===== config.mk =====
export PLATFORM = sky130hd
export DESIGN_NAME = boot_rom_map
export DESIGN_NICKNAME = d
export VERILOG_FILES = /design/src/rtl/boot_rom_map_pkg.sv /design/src/rtl/boot_rom_port_match.sv /design/src/rtl/boot_rom_ctrl_reg.sv /design/src/rtl/boot_rom_window.sv /design/src/rtl/boot_rom_map.sv
export SDC_FILE = /design/constraint.sdc
export NUM_CORES = 1
export LEC_CHECK = 0
export BUFFER_PORTS_ARGS = -buffer_cell sky130_fd_sc_hd__clkbuf_2
export CORE_AREA = 4 4 41 43
export CTS_CLUSTER_SIZE = 40
export DETAILED_ROUTE_END_ITERATION = 8
export DIE_AREA = 0 0 45 47
export REMOVE_ABC_BUFFERS = 1
export SLEW_MARGIN = 15
export SYNTH_ARGS = -nofsm -noshare
export SYNTH_HDL_FRONTEND = slang
export SYNTH_HIERARCHICAL = 1
export SYNTH_SLANG_ARGS = --single-unit

===== constraint.sdc =====
create_clock -name clk -period 2.1 [get_ports clk]
set_input_delay 0.105 -clock clk [delete_from_list [all_inputs] [get_ports clk]]
set_output_delay 0.105 -clock clk [all_outputs]
set_load 0.005 [all_outputs]

===== src/rtl/boot_rom_map_pkg.sv =====
package boot_rom_map_pkg;

   // Bit positions of the control code written by the CPU
   localparam int CTRL_OFF_BIT  = 0;
   localparam int CTRL_PAGE_BIT = 1;

   typedef struct packed {
      logic page_hi;   // selects upper half of the ROM
      logic rom_off;   // removes the ROM from the memory map
   } rom_ctrl_t;

   function automatic rom_ctrl_t code_to_ctrl(input logic [7:0] code);
      rom_ctrl_t c;
      c.page_hi = code[CTRL_PAGE_BIT];
      c.rom_off = code[CTRL_OFF_BIT];
      return c;
   endfunction

endpackage


===== src/rtl/boot_rom_port_match.sv =====
module boot_rom_port_match #(
   parameter int          NIB_W       = 4,
   parameter logic [3:0]  PORT_LO_NIB = 4'h3,
   parameter bit          FULL_DECODE = 1'b0,
   parameter int          ADDR_W      = 16
) (
   input  logic [ADDR_W-1:0] addr_i,
   input  logic [NIB_W-1:0]  strap_nib_i,
   input  logic              io_wr_i,
   output logic              hit_o
);
   localparam int PORT_W = 2 * NIB_W;

   initial begin
      if (NIB_W != 4) $error("port match expects 4-bit nibbles");
      if (ADDR_W < PORT_W) $error("address narrower than port number");
   end

   logic low_ok;
   logic high_ok;
   logic upper_ok;

   assign low_ok  = (addr_i[NIB_W-1:0] == PORT_LO_NIB);
   assign high_ok = (addr_i[PORT_W-1:NIB_W] == strap_nib_i);

   generate
      if (FULL_DECODE && (ADDR_W > PORT_W)) begin : g_full
         assign upper_ok = (addr_i[ADDR_W-1:PORT_W] == '0);
      end else begin : g_partial
         logic unused_upper;
         assign unused_upper = ^addr_i;
         assign upper_ok     = 1'b1;
      end
   endgenerate

   assign hit_o = io_wr_i && low_ok && high_ok && upper_ok;
endmodule


===== src/rtl/boot_rom_ctrl_reg.sv =====
module boot_rom_ctrl_reg
   import boot_rom_map_pkg::*;
#(
   parameter int          DATA_W   = 8,
   parameter logic [7:0]  RST_CODE = 8'h00
) (
   input  logic              clk,
   input  logic              rst_n,
   input  logic              wr_en_i,
   input  logic [DATA_W-1:0] data_i,
   output rom_ctrl_t         ctrl_o
);
   initial begin
      if (DATA_W < 2) $error("control code needs at least two bits");
   end

   logic [7:0] code_w;

   generate
      if (DATA_W >= 8) begin : g_wide
         assign code_w = data_i[7:0];
         if (DATA_W > 8) begin : g_extra
            logic unused_hi;
            assign unused_hi = ^data_i[DATA_W-1:8];
         end
      end else begin : g_narrow
         assign code_w = {{(8-DATA_W){1'b0}}, data_i};
      end
   endgenerate

   logic unused_code;
   assign unused_code = ^code_w[7:2];

   always_ff @(posedge clk) begin
      if (!rst_n)
         ctrl_o <= code_to_ctrl(RST_CODE);
      else if (wr_en_i)
         ctrl_o <= code_to_ctrl(code_w);
   end
endmodule


===== src/rtl/boot_rom_window.sv =====
module boot_rom_window #(
   parameter int                ADDR_W   = 16,
   parameter int                WIN_LOG2 = 12,
   parameter logic [ADDR_W-1:0] WIN_BASE = 16'hF000
) (
   input  logic [ADDR_W-1:0] addr_i,
   output logic              in_win_o
);
   initial begin
      if (WIN_LOG2 > ADDR_W) $error("window larger than address space");
      if (WIN_LOG2 < ADDR_W && (WIN_BASE % (1 << WIN_LOG2)) != 0)
         $error("window base not aligned to its size");
   end

   generate
      if (WIN_LOG2 >= ADDR_W) begin : g_all
         logic unused_addr;
         assign unused_addr = ^addr_i;
         assign in_win_o    = 1'b1;
      end else begin : g_cmp
         logic unused_low;
         assign unused_low = ^addr_i[WIN_LOG2-1:0];
         assign in_win_o   = (addr_i[ADDR_W-1:WIN_LOG2] == WIN_BASE[ADDR_W-1:WIN_LOG2]);
      end
   endgenerate
endmodule


===== src/rtl/boot_rom_map.sv =====
module boot_rom_map
   import boot_rom_map_pkg::*;
#(
   parameter int               ADDR_W      = 16,
   parameter int               DATA_W      = 8,
   parameter int               NIB_W       = 4,
   parameter int               WIN_LOG2    = 12,
   parameter logic [15:0]      WIN_BASE    = 16'hF000,
   parameter logic [3:0]       PORT_LO_NIB = 4'h3,
   parameter bit               FULL_DECODE = 1'b0,
   parameter logic [7:0]       RST_CODE    = 8'h00
) (
   input  logic              clk,
   input  logic              rst_n,
   input  logic [ADDR_W-1:0] addr_i,
   input  logic              io_wr_i,
   input  logic [DATA_W-1:0] data_i,
   input  logic [NIB_W-1:0]  port_nib_i,
   input  logic              rom_en_i,
   output logic              rom_cs_n_o,
   output logic              rom_a12_o,
   output logic              local_o
);
   localparam logic [ADDR_W-1:0] BASE_W = ADDR_W'(WIN_BASE);

   logic      port_hit;
   logic      in_win;
   rom_ctrl_t ctrl;
   logic      rom_sel;

   boot_rom_port_match #(
      .NIB_W      (NIB_W),
      .PORT_LO_NIB(PORT_LO_NIB),
      .FULL_DECODE(FULL_DECODE),
      .ADDR_W     (ADDR_W)
   ) u_port (
      .addr_i     (addr_i),
      .strap_nib_i(port_nib_i),
      .io_wr_i    (io_wr_i),
      .hit_o      (port_hit)
   );

   boot_rom_ctrl_reg #(
      .DATA_W  (DATA_W),
      .RST_CODE(RST_CODE)
   ) u_reg (
      .clk    (clk),
      .rst_n  (rst_n),
      .wr_en_i(port_hit),
      .data_i (data_i),
      .ctrl_o (ctrl)
   );

   boot_rom_window #(
      .ADDR_W  (ADDR_W),
      .WIN_LOG2(WIN_LOG2),
      .WIN_BASE(BASE_W)
   ) u_win (
      .addr_i  (addr_i),
      .in_win_o(in_win)
   );

   assign rom_sel    = rom_en_i && !ctrl.rom_off && in_win;
   assign rom_cs_n_o = !rom_sel;
   assign local_o    = rom_sel;
   assign rom_a12_o  = ctrl.page_hi;
endmodule


==> Yosys cells after proc, flatten, opt, wreduce, memory -nomap -nowiden <==
Cells that the tools add are included.
{ "totals": {"regBits": 2, "inputBits": 32, "out_inout_bits": 3, "word_cells": 11} }
{ "classes": {"eq_ne": 3, "reduce_logical": 6} }
{ "ops": {"columns": ["cell", "n"], "rows": [
  ["4-bit by 2-bit equality test with 1-bit output (second input constant)", 1],
  ["4-bit equality test", 1],
  ["4-bit equality test (second input constant)", 1],
  ["1-bit logical AND", 4],
  ["1-bit logical NOT", 2]
]} }

==> Longest topological paths before layout <==
Gate-level depths: netlist of run 1.
{ "logic_depth": {"ltp_word": 4, "ltp_mapped": 5} }

==> Cells and area by module <==
Netlist of run 1, hierarchy kept.
{ "modules_own_cells": {"columns": ["module", "instances", "cells_each", "area_per_inst_um2", "seq_area_each_um2"], "rows": [
  ["boot_rom_ctrl_reg", 1, 6, 72.6, 40.0],
  ["boot_rom_port_match", 1, 8, 55.1, 0.0],
  ["boot_rom_map", 1, 2, 16.3, 0.0],
  ["boot_rom_window", 1, 1, 8.8, 0.0]
]} }

==> Worst setup path before layout of run 1 <==
OpenSTA, ideal clock, no wires.
{ "synth_timing": {"kind": "input to register", "from": "input port_nib_i[1]", "to": "register u_reg/ctrl_o[0] (netlist name)", "setup_time_ps": 116, "arrival_ps": 760, "slack_ps": 1224, "stages": 5, "n_path_buf": 0, "cell_sequence": "xnor2_1 > nand4_1 > nor2_1 > mux2i_1 > nor2b_1"} }
{ "synth_via": {"elab_chain_len": 2} }
{ "synth_rtl": {"columns": ["item", "line", "rtl"], "rows": [
  ["start: declaration", "boot_rom_map.sv:18", "input logic [NIB_W-1:0] port_nib_i,"],
  ["4-bit equality test", "boot_rom_port_match.sv:24", "assign high_ok = (addr_i[PORT_W-1:NIB_W] == strap_nib_i);"],
  ["1-bit logical AND", "boot_rom_port_match.sv:36", "assign hit_o = io_wr_i && low_ok && high_ok && upper_ok;"],
  ["via port_hit", "boot_rom_map.sv:26", "logic port_hit;"],
  ["end signal: assignment", "boot_rom_ctrl_reg.sv:36", "ctrl_o <= code_to_ctrl(RST_CODE);"],
  ["end signal: assignment", "boot_rom_ctrl_reg.sv:38", "ctrl_o <= code_to_ctrl(code_w);"],
  ["end: declaration", "boot_rom_ctrl_reg.sv:11", "output rom_ctrl_t ctrl_o"]
]} }
The timed path passes the listed nets, and every way through them passes these cells.
A chain may end at the register's enable or synchronous reset.

==> Final worst setup path of run 1 <==
{ "layout_timing": {"from": "register u_reg/ctrl_o[0] (netlist name)", "to": "output local_o"} }
{ "layout_via": {"elab_chain_len": 3} }
{ "layout_rtl": {"columns": ["item", "line", "rtl"], "rows": [
  ["1-bit logical NOT", "boot_rom_map.sv:63", "assign rom_sel = rom_en_i && !ctrl.rom_off && in_win;"],
  ["1-bit logical AND (2 in series)", "boot_rom_map.sv:63", null],
  ["end: declaration", "boot_rom_map.sv:22", "output logic local_o"]
]} }
Every way passes these cells.

==> impl_summary.txt, run 1 <==
----------------------------------------------------
[Floorplan]
  Row cnt ... 13
  Initial core utilization ... 11.7%
  Floorplan core area ... 1300 sq um
  Width of the die ... 45 um
  Chip Height ... 47 um
  Num ports ... 35
  DIE AREA ... 2120 sq um

[Setup path]
  Crit start category ... flop
  Endpoint type of the worst setup path ... primary output
  Critical register-to-register path endpoint ... u_reg/ctrl_o[0]
  Arrival time reported for the critical path endpoint ... 0.83 ns
  Class of the most critical setup path ... reg2out
  Setup slack of the most critical reg-to-reg path ... 1.50 ns
  Required time worst endpoint ... 2.00 ns
  Depth of the worst register-to-register path ... 2
  R2R Path Start ... u_reg/ctrl_o[0]
  Worst-path maximum fanout ... 3

[Global route]
  Global route total overflow ... 0
  Maximum number of pins on one net before global-route repair ... 4
  Initial antenna violation count ... 0
  Met2 routing resource usage after global routing ... 9.60%
  Grt peak-use layer ... met2
  Global-route track usage on met3 ... 2.30%
  Wire length of the first global-routing pass ... 765 um
  Number of global-route vias before repair ... 220
  Total Routing Usage GR ... 5.28%
  Met1 track demand over resource in global routing ... 4.07%

[Route]
  Count of antenna-violating nets left after detailed routing ... 0
  DR vias ... 216
  Post-Route WL ... 485 um
  Total iterations of the first detailed-routing run ... 1
  Residual DRC ... 0
  DRT iter0 DRCs ... 0
  Via-per-instance ratio ... 3.66
  WL/cell ... 8.22 um

[Timing]
  Final Hold Viols ... 0
  Final setup viols ... 0
  Hold WS ... 0.111 ns
  Tcrit/Tclk final ... 44.5%
  Worst slew margin relative to its limit ... 83.0%
  Max Fclk ... 1070 MHz
  Final Slew Violations ... 0
  Clk_skew ... 0 ns
  Minimum period implied by the final worst setup slack ... 0.936 ns
  Setup repair after global routing missed its margin ... false
  Transition time at the pin with the least slew margin ... 0.254 ns
  Total negative slack for setup checks ... 0 ns

[Pwr]
  Maximum vdd drop ... 192 uV
  Leak ... 0.000157 uW
  Cell Pwr Density ... 488 nW/um^2

[Logic synthesis]
  Fraction of post-synthesis cell area in the top cell type by area ... 26.2%
  Main area contributors after synthesis ... sky130_fd_sc_hd__dfxtp_1 (26%), sky130_fd_sc_hd__xnor2_1 (23%), sky130_fd_sc_hd__mux2i_1 (13%)
  Top-count cell post-synth ... sky130_fd_sc_hd__xnor2_1
  Post-synthesis register bit count ... 2
  Top flip-flop cell by instance count after synthesis ... sky130_fd_sc_hd__dfxtp_1
  Post-synthesis area per instance ... 8.98 sq um
  Async SR Flop Fraction ... 0%
  Post-synth design cell area ... 153 sq um
  Cells after Synth ... 17
  Count of different cell masters after synthesis ... 9
  Seq/Total Area, Yosys ... 26.2%
  Number of warnings reported in the yosys synthesis log ... 6
  Number of synthesized flops with an enable pin ... 0
  Yosys top cell by area ... sky130_fd_sc_hd__dfxtp_1

[Placement]
  Routability Congestion ... 0.507
  Total cell area at the placement stage ... 292 sq um
  DPL Wire Length ... 443 um
  PortBufs ... 24
  Total placed cells including tap cells ... 56

[Cells and area]
  Area added between synthesis and finish ... 106%
  # diodes ... 0
  Final design instance area without fill ... 314 sq um
  Max reg flops ... 2
  Final core utilization ... 24.1%
  Ratio of cells with drive above 1 in the final layout ... 61.4%
  Final-stage net count ... 78
  Non-Filler Instances ... 59
  Registers with the highest flip-flop counts ... u_reg/ctrl_o: 2 flops
  Most flop-heavy register ... u_reg/ctrl_o

[Clock tree]
  Buffer levels on the longest clock path ... 2
  Post-CTS setup buffer count ... 0
  Clock-pin slew on the worst setup and hold paths ... 0.03 ns
  Sinks on the clock net ... 2
  # resized after CTS ... 0
  Total clock buffers created by CTS ... 3
  CTS tree ... done
  Number of buffers inserted by hold repair at cts ... 0
  Clock root buffer ... sky130_fd_sc_hd__clkbuf_4
  Worst-Skew Late Latency ... 0.22 ns
  CTS H-tree lvls ... 1

[Run]
  Number of violations of the max-capacitance limit ... 0

[Hold path]
  Terminating pin of the worst hold path ... u_reg/ctrl_o[1]
  Launch point of the worst hold path ... rst_n
  Classification of the worst-slack hold path ... in2reg
  Worst Hold Depth ... 2

[Status]
  Status ... completed

----------------------------------------------------
-- layer usage --
metal  wire length, um  vias up
met4                 0        0
met3                90        0
li1                  -      115
met5                 0        -
met2               259       13
met1               135       88
-- placed cells by master (no fill, tap or decap), drive strengths merged --
cell type / count
clkbuf: 27
mux2i: 2
nor2b: 2
nand4: 2
nor2: 2
xnor2: 4
dfxtp: 2
and3b: 1
nand3b: 1
and4: 1
-- per-stage QoR --
stage	power, uW	worst slack (ns)
floorplan	48.5	1.22
global placement	69.1	0.996
detailed placement	69.5	0.985
CTS	160	1.14
global route	166	1.10
finish	153	1.16
-- worst max-delay path, cell delays in order (launching register included) --
cell	delay (ns)
sky130_fd_sc_hd__dfxtp_1	0.31
sky130_fd_sc_hd__and3b_1	0.20
sky130_fd_sc_hd__clkbuf_2	0.10
-- power breakdown --
group,internal (uW),switching (uW),total [uW]
clock network,63.0,21.5,84.5
registers,38.4,0.0345,38.4
logic,21.0,9.33,30.3
total,122,30.9,153
-- final cells by class --
type	count	area (sq um)
repair buffers	24	120
clock buffers	3	22.5
flip-flops and latches	2	40.0
well taps	15	18.8
fillers	162	987
multi-input cells	15	113
-- how the worst max path moves through the flow --
| stage | start | to | slack [ns] | cells past startpoint |
|---|---|---|---|---|
| finish | u_reg/ctrl_o[0] | local_o | 1.16 | 2 |
| global route | u_reg/ctrl_o[0] | local_o | 1.10 | 2 |
| CTS | u_reg/ctrl_o[0] | local_o | 1.14 | 2 |
| detailed placement | port_nib_i[1] | u_reg/ctrl_o[0] | 0.98 | 6 |
| global placement | port_nib_i[1] | u_reg/ctrl_o[0] | 1.0 | 6 |
| floorplan | port_nib_i[1] | u_reg/ctrl_o[0] | 1.22 | 5 |
-- logic make-up after synthesis --
family / share of synthesized area (%)
flip-flops: 26.2
XOR/XNOR: 22.9
multiplexers: 13.1
AND/OR/NAND/NOR: 37.7
No activity file was read; power rests on OpenSTA's default activity.
==> run 2: changes to the inputs <==
==> constraint.sdc (replaced) <==
create_clock -name clk -period 0.98 [get_ports clk]
set_input_delay 0.049 -clock clk [delete_from_list [all_inputs] [get_ports clk]]
set_output_delay 0.049 -clock clk [all_outputs]
set_load 0.005 [all_outputs]
==> run 2 against run 1 <==
  * Die area is the same
  * Cell count is the same
  * Sequential share of layout area is the same
  * Largest power group unchanged
  * Highest routed layer is now met4
  * Count of clock-buffer cells in the layout is the same
  * Design area is the same
==> impl_summary.txt, run 2 (synthesized netlist as in run 1, its figures left out) <==
----------------------------------------------------
[Cells and area]
  # diodes ... 0 (unchanged)
  Max reg flops ... 2 (unchanged)
  Area used by multi-input combinational logic ... 113 sq um (unchanged)
  Leading cell type in the layout, fill and taps excluded ... sky130_fd_sc_hd__clkbuf_2
  Registers with the highest flip-flop counts ... u_reg/ctrl_o: 2 flops
  Register area ... 40.0 sq um (unchanged)
  Final-stage net count ... 78 (unchanged)
  Most flop-heavy register ... u_reg/ctrl_o
  Commonest non-fill, non-tap cells in the layout ... sky130_fd_sc_hd__clkbuf_2 (24), sky130_fd_sc_hd__xnor2_1 (4), sky130_fd_sc_hd__clkbuf_4 (3)
  Fill cells ... 157 (-3.1%)
  Ratio of cells with drive above 1 in the final layout ... 61.4% (unchanged)
  Final design instance area without fill ... 314 sq um (unchanged)
  Area added between synthesis and finish ... 106% (unchanged)
  Non-Filler Instances ... 59 (unchanged)

[Floorplan]
  Chip Height ... 47 um (unchanged)
  Num ports ... 35 (unchanged)
  DIE AREA ... 2120 sq um (unchanged)
  Initial core utilization ... 11.7% (unchanged)
  Floorplan core area ... 1300 sq um (unchanged)
  Width of the die ... 45 um (unchanged)
  Row cnt ... 13 (unchanged)

[Pwr]
  Cell Pwr Density ... 1040 nW/um^2 (+110%)
  Maximum vdd drop ... 401 uV (+110%)
  Leak ... 0.000157 uW (unchanged)
  Total power ... 326 uW (+110%)

[Timing]
  Transition time at the pin with the least slew margin ... 0.211 ns (-0.0429 ns)
  Total negative slack for setup checks ... 0 ns (unchanged)
  Minimum period implied by the final worst setup slack ... 0.881 ns
  Clk_skew ... 0 ns (unchanged)
  Final Slew Violations ... 0 (unchanged)
  Setup repair after global routing missed its margin ... false
  Max Fclk ... 1140 MHz
  Final Hold Viols ... 0 (unchanged)
  Final setup viols ... 0 (unchanged)
  Tcrit/Tclk final ... 89.9%
  Post-route setup slack ... 0.0991 ns (-1.07 ns)
  Worst slew margin relative to its limit ... 85.9% (+2.9 points)

[Status]
  Status ... completed

[Route]
  Count of antenna-violating nets left after detailed routing ... 0 (unchanged)
  Residual DRC ... 0 (unchanged)
  Post-Route WL ... 499 um (+2.9%)
  DR vias ... 224 (+3.7%)
  DRT iter0 DRCs ... 3 (+3)
  Total iterations of the first detailed-routing run ... 2 (+1)
  Via-per-instance ratio ... 3.80 (+3.7%)
  WL/cell ... 8.46 um (+2.9%)

[Global route]
  Total Routing Usage GR ... 5.44% (+0.16 points)
  Maximum number of pins on one net before global-route repair ... 4 (unchanged)
  Initial antenna violation count ... 0 (unchanged)
  Wire length of the first global-routing pass ... 731 um (-4.4%)
  Global route total overflow ... 0 (unchanged)
  Number of global-route vias before repair ... 218 (-0.91%)

[Clock tree]
  Worst-Skew Late Latency ... 0.22 ns (about the same)
  Total clock buffers created by CTS ... 3 (unchanged)
  CTS H-tree lvls ... 1 (unchanged)
  Number of buffers inserted by hold repair at cts ... 0 (unchanged)
  # resized after CTS ... 0 (unchanged)
  Clock root buffer ... sky130_fd_sc_hd__clkbuf_4
  CTS tree ... done
  Post-CTS setup buffer count ... 0 (unchanged)
  Buffer levels on the longest clock path ... 2 (unchanged)
  Clock-pin slew on the worst setup and hold paths ... 0.03 ns (about the same)
  Sinks on the clock net ... 2 (unchanged)

[Setup path]
  Worst setup path start ... u_reg/ctrl_o[0]
  Class of the most critical setup path ... reg2out
  Required time worst endpoint ... 0.93 ns (-1.07 ns)
  Worst-path maximum fanout ... 3 (unchanged)
  Critical register-to-register path endpoint ... u_reg/ctrl_o[0]
  Setup slack of the most critical reg-to-reg path ... 0.38 ns (-1.12 ns)
  Critical Path Sink ... local_o
  Arrival time reported for the critical path endpoint ... 0.83 ns (about the same)
  R2R Path Start ... u_reg/ctrl_o[0]
  Crit start category ... flop
  Endpoint type of the worst setup path ... primary output
  Depth of the worst register-to-register path ... 2 (unchanged)

[Placement]
  Total placed cells including tap cells ... 56 (unchanged)
  DPL Wire Length ... 463 um (+4.4%)
  Routability Congestion ... 0.551 (+8.5%)
  Worst slack at placement ... -0.0287 ns (-1.01 ns)
  Total cell area at the placement stage ... 292 sq um (unchanged)
  PortBufs ... 24 (unchanged)

[Run]
  Number of violations of the max-capacitance limit ... 0 (unchanged)

[Hold path]
  Classification of the worst-slack hold path ... in2reg

----------------------------------------------------
run 2: cell counts in the layout (fill, tap and decap cells not counted):
Identical to the previous run, type by type.
run 2: worst min-delay path by stage:
stage,start,endpoint,cells after the start
2_1_floorplan,rom_en_i,rom_cs_n_o,1
3_3_place_gp,rst_n,u_reg/ctrl_o[0],2
3_5_place_dp,rst_n,u_reg/ctrl_o[1],2
4_1_cts,rst_n,u_reg/ctrl_o[0],2
5_1_grt,rst_n,u_reg/ctrl_o[0],2
6_report,rst_n,u_reg/ctrl_o[1],2
run 2: area by class of cell:
type	count	area share [%]
repair buffers	24	38.2
multi-input cells	15	35.9
well taps	15	5.98
flip-flops and latches	2	12.7
clock buffers	3	7.17
run 2: report_power, final:
part           leakage (uW)  switching [uW]  internal [uW]
clock             0.0000138            43.9            135
combinational      0.000127            20.3           45.0
sequential        0.0000161          0.0764           82.2
total              0.000157            64.3            262
run 2: metal layers:
layer	GRT usage [%]	vias to the layer above	wire [um]
li1	-	116	-
met1	4.07	93	163
met2	8.47	13	250
met3	4.60	2	77
met4	5.26	0	7
met5	0	-	0
run 2: metrics by stage:
| step | hold WS (ns) | utilization [%] |
|---|---|---|
| finish | 0.0693 | 24.1 |
| CTS | 0.0518 | 24.1 |
| global route | 0.0624 | 24.1 |
| global placement | 0.279 | 22.4 |
| floorplan | 0.168 | - |
| detailed placement | 0.286 | 22.4 |
run 2: critical path: stages, from the launching register on:
cell and delay (ns):
sky130_fd_sc_hd__dfxtp_1 0.33, sky130_fd_sc_hd__and3b_1 0.18, sky130_fd_sc_hd__clkbuf_2 0.10
==> run 3: changes to the inputs <==
--- a/config.mk
+++ b/config.mk
@@ -5,11 +5,13 @@
 export SDC_FILE = /design/constraint.sdc
 export NUM_CORES = 1
 export LEC_CHECK = 0
+export ABC_AREA = 1
 export BUFFER_PORTS_ARGS = -buffer_cell sky130_fd_sc_hd__clkbuf_2
 export CORE_AREA = 4 4 41 43
 export CTS_CLUSTER_SIZE = 40
 export DETAILED_ROUTE_END_ITERATION = 8
 export DIE_AREA = 0 0 45 47
+export PLACE_DENSITY = 0.59
 export REMOVE_ABC_BUFFERS = 1
 export SLEW_MARGIN = 15
 export SYNTH_ARGS = -nofsm -noshare
==> constraint.sdc (replaced) <==
create_clock -name clk -period 1 [get_ports clk]
set_input_delay 0.05 -clock clk [delete_from_list [all_inputs] [get_ports clk]]
set_output_delay 0.05 -clock clk [all_outputs]
set_load 0.005 [all_outputs]
==> run 3 against run 2 <==
  * Clock skew unchanged
  * Critical path depth increased by 1
  * Via count increased by 43%
  * Non-clock buffer count unchanged
  * Design area increased by 20%
  * First-iteration DRC count unchanged
  * Register-to-register slack improved by 0.04 ns
  * Clock power about the same
  * Sequential share of layout area decreased by 2.1 points
  * Critical path type unchanged
  * Highest routed layer is now met3
==> impl_summary.txt, run 3 <==
----------------------------------------------------
[Cells and area]
  Ratio of cells with drive above 1 in the final layout ... 38.4% (-23 points)
  Most flop-heavy register ... u_reg/ctrl_o
  Commonest non-fill, non-tap cells in the layout ... sky130_fd_sc_hd__clkbuf_2 (24), sky130_fd_sc_hd__nand2_1 (19), sky130_fd_sc_hd__inv_1 (13), sky130_fd_sc_hd__nor2_1 (8), sky130_fd_sc_hd__clkbuf_4 (3)
  Max reg flops ... 2 (unchanged)
  Registers with the highest flip-flop counts ... u_reg/ctrl_o: 2 flops
  Fill cells ... 168 (+7.0%)
  Area added between synthesis and finish ... 75.4%
  Final-stage net count ... 107 (+37%)
  Leading cell type in the layout, fill and taps excluded ... sky130_fd_sc_hd__clkbuf_2
  # diodes ... 0 (unchanged)

[Setup path]
  Worst setup path start ... u_reg/ctrl_o[0]
  Worst-path maximum fanout ... 3 (unchanged)
  Crit start category ... flop
  Arrival time reported for the critical path endpoint ... 0.80 ns (-0.03 ns)
  Required time worst endpoint ... 0.95 ns (+0.02 ns)
  R2R Path Start ... u_reg/ctrl_o[0]
  Class of the most critical setup path ... reg2out
  Endpoint type of the worst setup path ... primary output

[Global route]
  Total Routing Usage GR ... 5.75% (+0.31 points)
  Initial antenna violation count ... 0 (unchanged)
  Number of global-route vias before repair ... 243 (+11%)
  Maximum number of pins on one net before global-route repair ... 5 (+1)
  Wire length of the first global-routing pass ... 800 um (+9.4%)
  Global route total overflow ... 0 (unchanged)

[Logic synthesis]
  Top-count cell post-synth ... sky130_fd_sc_hd__nand2_1
  Post-synth design cell area ... 214 sq um (+40%)
  Xor and xnor fraction of the mapped netlist area ... 0% (-23 points)
  Compound-Gate Fraction of Synth Area ... 3.51% (+3.5 points)
  Count of different cell masters after synthesis ... 7 (-2)
  Post-synthesis area per instance ... 4.65 sq um (-48%)
  Top flip-flop cell by instance count after synthesis ... sky130_fd_sc_hd__dfxtp_1
  Post-synthesis register bit count ... 2 (unchanged)
  Cells after Synth ... 46 (+29)
  Seq/Total Area, Yosys ... 18.7% (-7.5 points)
  Adder and majority cell fraction of the synthesized area ... 0% (unchanged)
  Async SR Flop Fraction ... 0% (unchanged)
  Yosys top cell by area ... sky130_fd_sc_hd__nand2_1
  Main area contributors after synthesis ... sky130_fd_sc_hd__nand2_1 (33%), sky130_fd_sc_hd__inv_1 (23%), sky130_fd_sc_hd__dfxtp_1 (19%)
  Proportion of synthesized area in mux cells ... 0% (-13 points)
  Simple logic cell fraction of the synthesized area ... 55.0% (+17 points)
  Number of synthesized flops with an enable pin ... 0 (unchanged)
  Leading cell types by count after synthesis ... sky130_fd_sc_hd__nand2_1 (19), sky130_fd_sc_hd__inv_1 (13), sky130_fd_sc_hd__nor2_1 (8), sky130_fd_sc_hd__dfxtp_1 (2), sky130_fd_sc_hd__nand3_1 (2)
  Dominant combinational cell family by area after synthesis ... simple AND/OR/NAND/NOR gates
  Number of warnings reported in the yosys synthesis log ... 6 (unchanged)
  Fraction of post-synthesis cell area in the top cell type by area ... 33.3% (+7.1 points)

[Timing]
  Transition time at the pin with the least slew margin ... 0.266 ns (+0.0548 ns)
  Minimum period implied by the final worst setup slack ... 0.855 ns
  Max Fclk ... 1170 MHz
  Final setup viols ... 0 (unchanged)
  Total negative slack for setup checks ... 0 ns (unchanged)
  Final Slew Violations ... 0 (unchanged)
  Tcrit/Tclk final ... 85.5%
  Setup repair after global routing missed its margin ... false
  Clk_skew ... 0 ns (unchanged)
  Final Hold Viols ... 0 (unchanged)
  Worst slew margin relative to its limit ... 82.2% (-3.7 points)

[Status]
  Status ... completed

[Hold path]
  Launch point of the worst hold path ... rst_n
  Classification of the worst-slack hold path ... in2reg

[Pwr]
  Cell Pwr Density ... 895 nW/um^2 (-14%)
  Total power ... 336 uW (+2.9%)
  Maximum vdd drop ... 571 uV (+42%)
  Leak ... 0.000255 uW (+63%)

[Route]
  Via-per-instance ratio ... 3.65 (-3.9%)
  Total iterations of the first detailed-routing run ... 2 (unchanged)
  Post-Route WL ... 586 um (+17%)
  Count of antenna-violating nets left after detailed routing ... 0 (unchanged)
  Residual DRC ... 0 (unchanged)
  DRT iter0 DRCs ... 3 (unchanged)
  DR vias ... 321 (+43%)
  WL/cell ... 6.66 um (-21%)

[Placement]
  DPL Wire Length ... 519 um (+12%)
  PortBufs ... 24 (unchanged)
  Routability Congestion ... 0.709 (+29%)

[Floorplan]
  Floorplan core area ... 1300 sq um (unchanged)
  Initial core utilization ... 16.4% (+4.7 points)
  Chip Height ... 47 um (unchanged)
  DIE AREA ... 2120 sq um (unchanged)
  Row cnt ... 13 (unchanged)
  Width of the die ... 45 um (unchanged)
  Num ports ... 35 (unchanged)

[Clock tree]
  Total clock buffers created by CTS ... 3 (unchanged)
  CTS H-tree lvls ... 1 (unchanged)
  Sinks on the clock net ... 2 (unchanged)
  CTS tree ... done
  # resized after CTS ... 0 (unchanged)
  Clock root buffer ... sky130_fd_sc_hd__clkbuf_4
  Post-CTS setup buffer count ... 0 (unchanged)
  Worst-Skew Late Latency ... 0.22 ns (about the same)
  Clock-pin slew on the worst setup and hold paths ... 0.03 ns (about the same)
  Number of buffers inserted by hold repair at cts ... 0 (unchanged)
  Buffer levels on the longest clock path ... 2 (unchanged)

[Run]
  Number of violations of the max-capacitance limit ... 0 (unchanged)

----------------------------------------------------
-- run 3: report_power, final --
group / leakage (uW) / total [uW] / switching [uW] / internal, uW
registers: 0.0000161 / 81.0 / 0.237 / 80.7
logic: 0.000225 / 76.3 / 32.2 / 44.1
clock network: 0.0000138 / 179 / 46.1 / 132
total: 0.000255 / 336 / 78.6 / 257
-- run 3: final timing paths --
path                     endpoint  slack [ns]  cells past startpoint
setup reg to reg  u_reg/ctrl_o[0]        0.42                      2
hold / removal    u_reg/ctrl_o[0]        0.04                      3
hold reg to reg   u_reg/ctrl_o[1]        0.47                      2
setup / recovery       rom_cs_n_o        0.15                      3
-- run 3: cell type report --
class / count / area (sq um) / share of cell area (%)
Inverter: 13 / 48.8 / 13.0
Tap cell: 15 / 18.8 / 5.00
Sequential cell: 2 / 40.0 / 10.7
Multi-Input combinational cell: 31 / 125 / 33.3
Clock buffer: 3 / 22.5 / 6.00
Timing Repair Buffer: 24 / 120 / 32.0
-- run 3: worst max-delay path, cell delays in order (launching register included) --
cell                       delay, ns
sky130_fd_sc_hd__dfxtp_1        0.36
sky130_fd_sc_hd__inv_1          0.05
sky130_fd_sc_hd__nand3_1        0.06
sky130_fd_sc_hd__clkbuf_2       0.11
-- run 3: cell families after synthesis --
kind of cell	Yosys count
AND/OR/NAND/NOR	30
buffers and inverters	13
flip-flops	2
AO/OA/AOI/OAI	1
-- run 3: through the flow --
step                      setup WS, ns  hold slack (ns)  std cells  utilization (%)  area (sq um)
after floorplan                  0.286            0.170         46                -           214
after global placement          0.0735            0.276         85             27.1           353
after detailed placement        0.0455            0.282         85             27.1           353
after CTS                        0.132           0.0402         88             28.8           375
after global routing             0.102           0.0572         88             28.8           375
final                            0.145           0.0437         88             28.8           375
-- run 3: layer usage --
metal	wire length, um	vias up	track usage [%]	part of all wire [%]
met4	0	0	0	0
met3	116	0	7.28	20
met2	216	20	8.47	37
li1	-	186	-	-
met5	0	-	0	0
met1	253	115	5.42	43
